### src/rtl/fir_mcm_pkg.sv
package fir_mcm_pkg;

  // Signed-digit recoding (non-adjacent form) of a constant.
  // With neg = 0 the function returns the mask of +1 digits.
  // With neg = 1 it returns the mask of -1 digits.
  function automatic logic [31:0] csd_mask(input longint value, input bit neg);
    logic [31:0] m;
    longint      r;
    m = '0;
    r = value;
    for (int i = 0; i < 32; i++) begin
      if (r[0]) begin
        if (r[1]) begin
          if (neg) m[i] = 1'b1;
          r = r + 1;
        end else begin
          if (!neg) m[i] = 1'b1;
          r = r - 1;
        end
      end
      r = r >>> 1;
    end
    return m;
  endfunction

endpackage

### src/rtl/fir_csd_mult.sv
module fir_csd_mult
  import fir_mcm_pkg::*;
#(
  parameter int     XW   = 8,
  parameter int     AW   = 24,
  parameter longint COEF = 0
) (
  input  logic signed [XW-1:0] x,
  output logic        [AW-1:0] p
);

  localparam logic [31:0] POS = csd_mask(COEF, 1'b0);
  localparam logic [31:0] NEG = csd_mask(COEF, 1'b1);
  localparam int          ND  = (AW < 32) ? AW : 32;

  logic [AW-1:0] xe;
  logic [AW-1:0] acc [ND+1];

  assign xe     = {{(AW-XW){x[XW-1]}}, x};
  assign acc[0] = '0;

  // one adder or subtractor per non-zero digit, nothing for zero digits
  for (genvar i = 0; i < ND; i++) begin : g_dig
    if (POS[i]) begin : g_add
      assign acc[i+1] = acc[i] + (xe << i);
    end else if (NEG[i]) begin : g_sub
      assign acc[i+1] = acc[i] - (xe << i);
    end else begin : g_pass
      assign acc[i+1] = acc[i];
    end
  end

  assign p = acc[ND];

endmodule

### src/rtl/fir_sample_mcm.sv
module fir_sample_mcm #(
  parameter int                    XW    = 8,
  parameter int                    CW    = 16,
  parameter int                    AW    = 24,
  parameter int                    LANES = 4,
  parameter int                    TAPS  = 16,
  parameter int                    SOFS  = 0,
  parameter logic [TAPS*CW-1:0]    COEFS = '0
) (
  input  logic signed [XW-1:0]      x,
  output logic        [TAPS*AW-1:0] prods
);

  // coefficient columns this window position meets
  localparam int JLO = (SOFS > LANES-1) ? SOFS-(LANES-1) : 0;
  localparam int JHI = (SOFS < LANES-1) ? SOFS : LANES-1;

  function automatic longint coef_at(input int c);
    logic signed [CW-1:0] t;
    t = COEFS[c*CW +: CW];
    return longint'(t);
  endfunction

  function automatic bit used(input int c);
    return ((c % LANES) >= JLO) && ((c % LANES) <= JHI);
  endfunction

  // first used coefficient with the same value: its network is shared
  function automatic int source_of(input int c);
    for (int f = 0; f < c; f++)
      if (used(f) && coef_at(f) == coef_at(c)) return f;
    return c;
  endfunction

  logic [AW-1:0] uniq [TAPS];

  for (genvar c = 0; c < TAPS; c++) begin : g_coef
    localparam bit USED = used(c);
    localparam int SRC  = source_of(c);
    if (USED && SRC == c) begin : g_own
      fir_csd_mult #(.XW(XW), .AW(AW), .COEF(coef_at(c))) u_mul (
        .x (x),
        .p (uniq[c])
      );
      assign prods[c*AW +: AW] = uniq[c];
    end else if (USED) begin : g_shared
      assign uniq[c]           = '0;
      assign prods[c*AW +: AW] = uniq[SRC];
    end else begin : g_none
      assign uniq[c]           = '0;
      assign prods[c*AW +: AW] = '0;
    end
  end

endmodule

### src/rtl/fir_xpose_chain.sv
module fir_xpose_chain #(
  parameter int LANES = 4,
  parameter int SEGS  = 4,
  parameter int AW    = 24
) (
  input  logic                        clk,
  input  logic                        rst_n,
  input  logic                        en,
  input  logic [LANES*SEGS*AW-1:0]    part,
  output logic [LANES*AW-1:0]         y
);

  // stage 0 of each lane is the output register
  logic [AW-1:0] dly_q [LANES][SEGS];
  logic [AW-1:0] dly_d [LANES][SEGS];

  always_comb begin
    for (int l = 0; l < LANES; l++) begin
      for (int m = 0; m < SEGS; m++) begin
        if (!en)
          dly_d[l][m] = dly_q[l][m];
        else if (m < SEGS-1)
          dly_d[l][m] = part[(l*SEGS+m)*AW +: AW] + dly_q[l][m+1];
        else
          dly_d[l][m] = part[(l*SEGS+m)*AW +: AW];
      end
    end
  end

  always_ff @(posedge clk or negedge rst_n) begin
    if (!rst_n) begin
      for (int l = 0; l < LANES; l++)
        for (int m = 0; m < SEGS; m++)
          dly_q[l][m] <= '0;
    end else begin
      dly_q <= dly_d;
    end
  end

  always_comb begin
    for (int l = 0; l < LANES; l++) y[l*AW +: AW] = dly_q[l][0];
  end

  // an idle cycle leaves the results untouched
  p_chain_hold_r4: assert property (@(posedge clk) disable iff (!rst_n)
    !en |=> $stable(y));

endmodule

### src/rtl/fir_mcm_block.sv
module fir_mcm_block #(
  parameter int                 XW    = 8,
  parameter int                 CW    = 16,
  parameter int                 AW    = 24,
  parameter int                 LANES = 4,
  parameter int                 TAPS  = 16,
  parameter logic [TAPS*CW-1:0] COEFS = {16'h2EE0, 16'hFF01, 16'h04D2, 16'hF000,
                                         16'h0007, 16'h012C, 16'hAAAA, 16'h5555,
                                         16'hDCD8, 16'h04D2, 16'hFFFF, 16'h0205,
                                         16'h0000, 16'h7FFF, 16'h8000, 16'h04D2}
) (
  input  logic                  clk,
  input  logic                  rst_n,
  input  logic                  in_valid,
  input  logic [LANES*XW-1:0]   in_samples,
  output logic                  out_valid,
  output logic [LANES*AW-1:0]   out_samples
);

  localparam int SEGS = TAPS / LANES;
  localparam int WIN  = 2*LANES - 1;
  localparam int HN   = LANES - 1;

  // reset: asserted at once, released two edges later
  logic [1:0] rst_pipe;
  logic       rst_q;

  always_ff @(posedge clk or negedge rst_n) begin
    if (!rst_n) rst_pipe <= '0;
    else        rst_pipe <= {rst_pipe[0], 1'b1};
  end
  assign rst_q = rst_pipe[1];

  // latest samples of the previous block: slot t holds x(4k-4-t)
  logic [HN*XW-1:0] hist_q, hist_d;

  always_comb begin
    for (int t = 0; t < HN; t++)
      hist_d[t*XW +: XW] = in_valid ? in_samples[(LANES-1-t)*XW +: XW]
                                    : hist_q[t*XW +: XW];
  end

  always_ff @(posedge clk or negedge rst_q) begin
    if (!rst_q) hist_q <= '0;
    else        hist_q <= hist_d;
  end

  // window slot s holds x(4k-s)
  logic signed [XW-1:0]   win  [WIN];
  logic [TAPS*AW-1:0]     prod [WIN];

  for (genvar s = 0; s < WIN; s++) begin : g_win
    if (s < LANES) begin : g_new
      assign win[s] = in_samples[(LANES-1-s)*XW +: XW];
    end else begin : g_old
      assign win[s] = hist_q[(s-LANES)*XW +: XW];
    end
    fir_sample_mcm #(
      .XW(XW), .CW(CW), .AW(AW), .LANES(LANES), .TAPS(TAPS),
      .SOFS(s), .COEFS(COEFS)
    ) u_mcm (
      .x     (win[s]),
      .prods (prod[s])
    );
  end

  // partial products: r(l,m) = sum_j x(4k-l-j) * h(4m+j)
  logic [LANES*SEGS*AW-1:0] part;

  always_comb begin
    logic [AW-1:0] acc;
    for (int l = 0; l < LANES; l++) begin
      for (int m = 0; m < SEGS; m++) begin
        acc = '0;
        for (int j = 0; j < LANES; j++)
          acc = acc + prod[l+j][(m*LANES+j)*AW +: AW];
        part[(l*SEGS+m)*AW +: AW] = acc;
      end
    end
  end

  logic [LANES*AW-1:0] y_by_age;

  fir_xpose_chain #(.LANES(LANES), .SEGS(SEGS), .AW(AW)) u_chain (
    .clk   (clk),
    .rst_n (rst_q),
    .en    (in_valid),
    .part  (part),
    .y     (y_by_age)
  );

  // chain lane l is x(4k-l); port lane i is the i-th earliest
  for (genvar i = 0; i < LANES; i++) begin : g_out
    assign out_samples[i*AW +: AW] = y_by_age[(LANES-1-i)*AW +: AW];
  end

  logic vld_d;
  assign vld_d = in_valid;

  always_ff @(posedge clk or negedge rst_q) begin
    if (!rst_q) out_valid <= 1'b0;
    else        out_valid <= vld_d;
  end

  // one cycle from an accepted block to its results
  p_out_valid_lat_r3: assert property (@(posedge clk) disable iff (!rst_q)
    $past(in_valid) |-> out_valid);

  // no results after an idle cycle
  p_idle_no_valid_r4: assert property (@(posedge clk) disable iff (!rst_q)
    !$past(in_valid) |-> !out_valid);

  // stored samples do not move during an idle cycle
  p_hist_hold_r4: assert property (@(posedge clk) disable iff (!rst_q)
    !in_valid |=> $stable(hist_q));

  // results stay on the port through an idle cycle
  p_out_hold_r4: assert property (@(posedge clk) disable iff (!rst_q)
    !in_valid |=> $stable(out_samples));

endmodule

### config.mk
export PLATFORM = sky130hd
export DESIGN_NAME = fir_mcm_block
export DESIGN_NICKNAME = d
export VERILOG_FILES = /design/src/rtl/fir_mcm_pkg.sv /design/src/rtl/fir_csd_mult.sv /design/src/rtl/fir_sample_mcm.sv /design/src/rtl/fir_xpose_chain.sv /design/src/rtl/fir_mcm_block.sv
export SDC_FILE = /design/constraint.sdc
export NUM_CORES = 2
export LEC_CHECK = 0
export ABC_CLOCK_PERIOD_IN_PS = 15600
export BUFFER_PORTS_ARGS = -buffer_cell sky130_fd_sc_hd__buf_2
export CAP_MARGIN = 20
export CORE_ASPECT_RATIO = 0.75
export CORE_MARGIN = 1.5
export CORE_UTILIZATION = 55
export DETAILED_ROUTE_END_ITERATION = 12
export HOLD_SLACK_MARGIN = 0.15
export PLACE_DENSITY_LB_ADDON = 0.08
export SETUP_SLACK_MARGIN = 0.5
export SYNTH_ARGS = -nofsm -noshare
export SYNTH_HDL_FRONTEND = slang
export SYNTH_SLANG_ARGS = --single-unit
### constraint.sdc
create_clock -name clk -period 15.6 [get_ports clk]
set_clock_uncertainty 0.05 [all_clocks]
set_input_delay 3.12 -clock clk [delete_from_list [all_inputs] [get_ports clk]]
set_output_delay 3.12 -clock clk [all_outputs]
set_load 0.03 [all_outputs]
==> impl_metrics.env <==
export IMPL_drv_cap=0
export IMPL_port_buffers=131
export IMPL_syn_area_sq_um=89000
export IMPL_cp_start_kind="input port"
export IMPL_fp_dieH_microns=351
export IMPL_cts_root_buf="sky130_fd_sc_hd__clkbuf_16"
export IMPL_dp_hpwl_microns=286000
export IMPL_ys_async_sr_fraction_pct=100
export IMPL_grt_overflow_total=0
export IMPL_final_seq_area_sq_um=10300
export IMPL_yosys_warnings=0
export IMPL_finalWorstPathRequiredPeriod_ns=12.76
export IMPL_cts_root_to_sink_buffers=3
export IMPL_synth_seq_cells=410
export IMPL_synth_nets=12200
export IMPL_timing_critical_path_required_ns=16.15
export IMPL_synth_enable_flop_cells=0
export IMPL_gp_congestion=1.12
export IMPL_first_pass_grt_wire_length_microns=486000
export IMPL_avgViaCountPerCell=6.02
export IMPL_final_core_util_pct=59.1
export IMPL_vias_in_the_first_global_route=67500
export IMPL_detailedRoute_firstPassIterationCount=7
export IMPL_postCtsResizedCells=0
export IMPL_final_critical_path_setup_slack_ns=2.84
export IMPL_dominant_register_cell_in_the_synthesized_netlist="sky130_fd_sc_hd__dfrtp_1"
export IMPL_number_of_distinct_library_cell_variants_in_the_gate_level_netlist_after_synthesis=81
export IMPL_timing_fmax_mhz=78.4
export IMPL_timing_final_hold_violations=0
export IMPL_ys_top_cells_by_count="1949 x sky130_fd_sc_hd__inv_1, 1565 x sky130_fd_sc_hd__ha_1, 1207 x sky130_fd_sc_hd__fa_1"
export IMPL_setup_violations_final=0
export IMPL_post_route_cells_drive_above_1_share_pct=6.80
export IMPL_worst_slew_pin_transition_ns=1.34
export IMPL_tritoncts_num_buffers=55
export IMPL_cts_repair_timing_setup_buffer_count=0
export IMPL_critical_path_peak_fanout=20
export IMPL_place_worst_setup_slack_ns=2.36
export IMPL_cp_slowest_stage_delay_ns=0.54
export IMPL_groute_usage_overall_pct=41.8
export IMPL_synth_top_area_cell="sky130_fd_sc_hd__fa_1"
export IMPL_finalMaxSlewViolations=0
export IMPL_synth_top_cell_area_share_pct=27.1
export IMPL_synthesis_instances=9436
export IMPL_fp_row_count=127
export IMPL_hold_class="flip-flop to flip-flop"
export IMPL_detailedRoute_firstIterationViolations=8697
export IMPL_rsz0062_at_grt="false"
export IMPL_status="completed"
export IMPL_remaining_drc_errors=0
export IMPL_fillers=14100
export IMPL_crit_arrival_ns=13.31
export IMPL_worst_setup_hold_path_clk_slew_ns=0.06
export IMPL_placedInstanceArea_sq_um=92700
export IMPL_grt_max_degree=179
export IMPL_cp_slowest_cell="sky130_fd_sc_hd__buf_4"
export IMPL_relSlewSlack_pct=10.2
export IMPL_synthTopCellsByArea="sky130_fd_sc_hd__fa_1 27%, sky130_fd_sc_hd__ha_1 22%, sky130_fd_sc_hd__dfrtp_1 12%, sky130_fd_sc_hd__inv_1 8.2%, sky130_fd_sc_hd__xnor2_1 5.3%"
export IMPL_drtAntennaViolNets=0
export IMPL_finalSetupTns_ns=0
export IMPL_multi_input_comb_area_sq_um=70500
export IMPL_final_design_area_no_fill_sq_um=94700
export IMPL_tritoncts_num_sinks=410
export IMPL_post_cts_hold_buffer_count=0
export IMPL_setup_worst_path_class="input port to flip-flop"
export IMPL_yosysMostFrequentCell="sky130_fd_sc_hd__inv_1"
export IMPL_clock_latency_at_the_later_pin_of_the_worst_skew_pair_ns=0.74
export IMPL_syn_to_final_growth_pct=6.42
export IMPL_grt_antenna_before_repair=25
export IMPL_finalCritPeriodShare_pct=81.8
export IMPL_die_area_sq_um=164000
export IMPL_seq_area_frac_synth_pct=11.5
export IMPL_start_util_pct=55.5
export IMPL_io_pins=132
export IMPL_tritoncts="built"
export IMPL_wirelength_microns=343000
export IMPL_vias=71000
export IMPL_die_w_microns=468
export IMPL_postSynthAreaPerCell_sq_um=9.43
export IMPL_post_drt_wl_per_cell_microns=29.0
export IMPL_cts_htree_levels=2
export IMPL_core_area_sq_um=160000
export IMPL_nNetsFinal=12400
export IMPL_cp_end_kind="flip-flop"
## worst max-delay path: cells and delay by family
family                     cells  cell delay, ns
and+or+nand+nor                3            0.31
xor gates and xnor gates       2            0.48
AOI/OAI and AO/OA             14            3.34
adders and majority gates     12            4.68
buffers and inverters          7            1.29
## logic make-up (layout without fill, tap and decap cells)
| group | Yosys count | after routing | share of synthesized area (%) |
|---|---|---|---|
| AOI/OAI and AO/OA | 1718 | 1718 | 12.1 |
| xor gates and xnor gates | 778 | 778 | 7.75 |
| adders and majority gates | 2772 | 2772 | 49.1 |
| buffers and inverters | 2136 | 2357 | 9.41 |
| DFF | 410 | 410 | 11.5 |
| muxes | 209 | 209 | 2.61 |
| other | 1 | 12 | 0.00421 |
| and+or+nand+nor | 1412 | 1412 | 7.47 |
## routing by layer
metal | up-vias | share of wire (%) | global-route usage [%]
met4 | 26 | 3.3 | 11.7
met3 | 510 | 17 | 20.8
met1 | 35200 | 45 | 64.2
met5 | - | 0.052 | 0
met2 | 4187 | 34 | 49.6
li1 | 31000 | - | -
## worst paths after layout
check	from	to	slack, ns	depth (start not counted)
min in group asynchronous	rst_pipe[1]	u_chain.dly_q[21]	0.36	0
min	rst_pipe[0]	rst_pipe[1]	0.31	0
max reg2reg	hist_q[3]	u_chain.dly_q[167]	5.12	30
max	in_samples[1]	u_chain.dly_q[47]	2.84	38
max in group asynchronous	rst_pipe[1]	u_chain.y[12]	12.25	3
min reg2reg	rst_pipe[0]	rst_pipe[1]	0.31	0
## placed cells by master (no fill, tap or decap), drive strengths merged, types with 85 or more instances in the layout
| master | n |
|---|---|
| inv | 1948 |
| ha | 1565 |
| fa | 1207 |
| a21oi | 542 |
| xnor2 | 534 |
| dfrtp | 410 |
| o21ai | 408 |
| nand2 | 392 |
| nor2 | 392 |
| buf | 307 |
| xor2 | 238 |
| a21o | 207 |
| mux2 | 179 |
| nor3 | 126 |
| nand3 | 112 |
| o21bai | 106 |
| nor2b | 92 |
| nand2b | 85 |
## layout make-up
class | instances | share of cell area [%]
antenna | 11 | 0.0291
clock inverter | 29 | 0.450
sequential | 410 | 10.8
multi-input combinational | 6890 | 74.4
tap | 2128 | 2.81
timing repair buffer | 308 | 2.19
clock buffer | 68 | 1.56
inverter | 1952 | 7.74
## through the flow
step                      hold WS (ns)  std cells
after CTS                        0.311      11800
after global placement           0.293      11700
final                            0.308      11800
after detailed placement         0.286      11700
after floorplan                  0.281       9436
after global routing             0.315      11800
## registers in the layout, indices dropped and copies added (netlist names)
register       cells
hist_q            24
out_valid          1
rst_pipe           2
u_chain.dly_q    287
u_chain.y         96
Power is left out: the tool's default activity adds up to more than one toggle a clock period on the data nets, which glitch-free logic cannot reach.
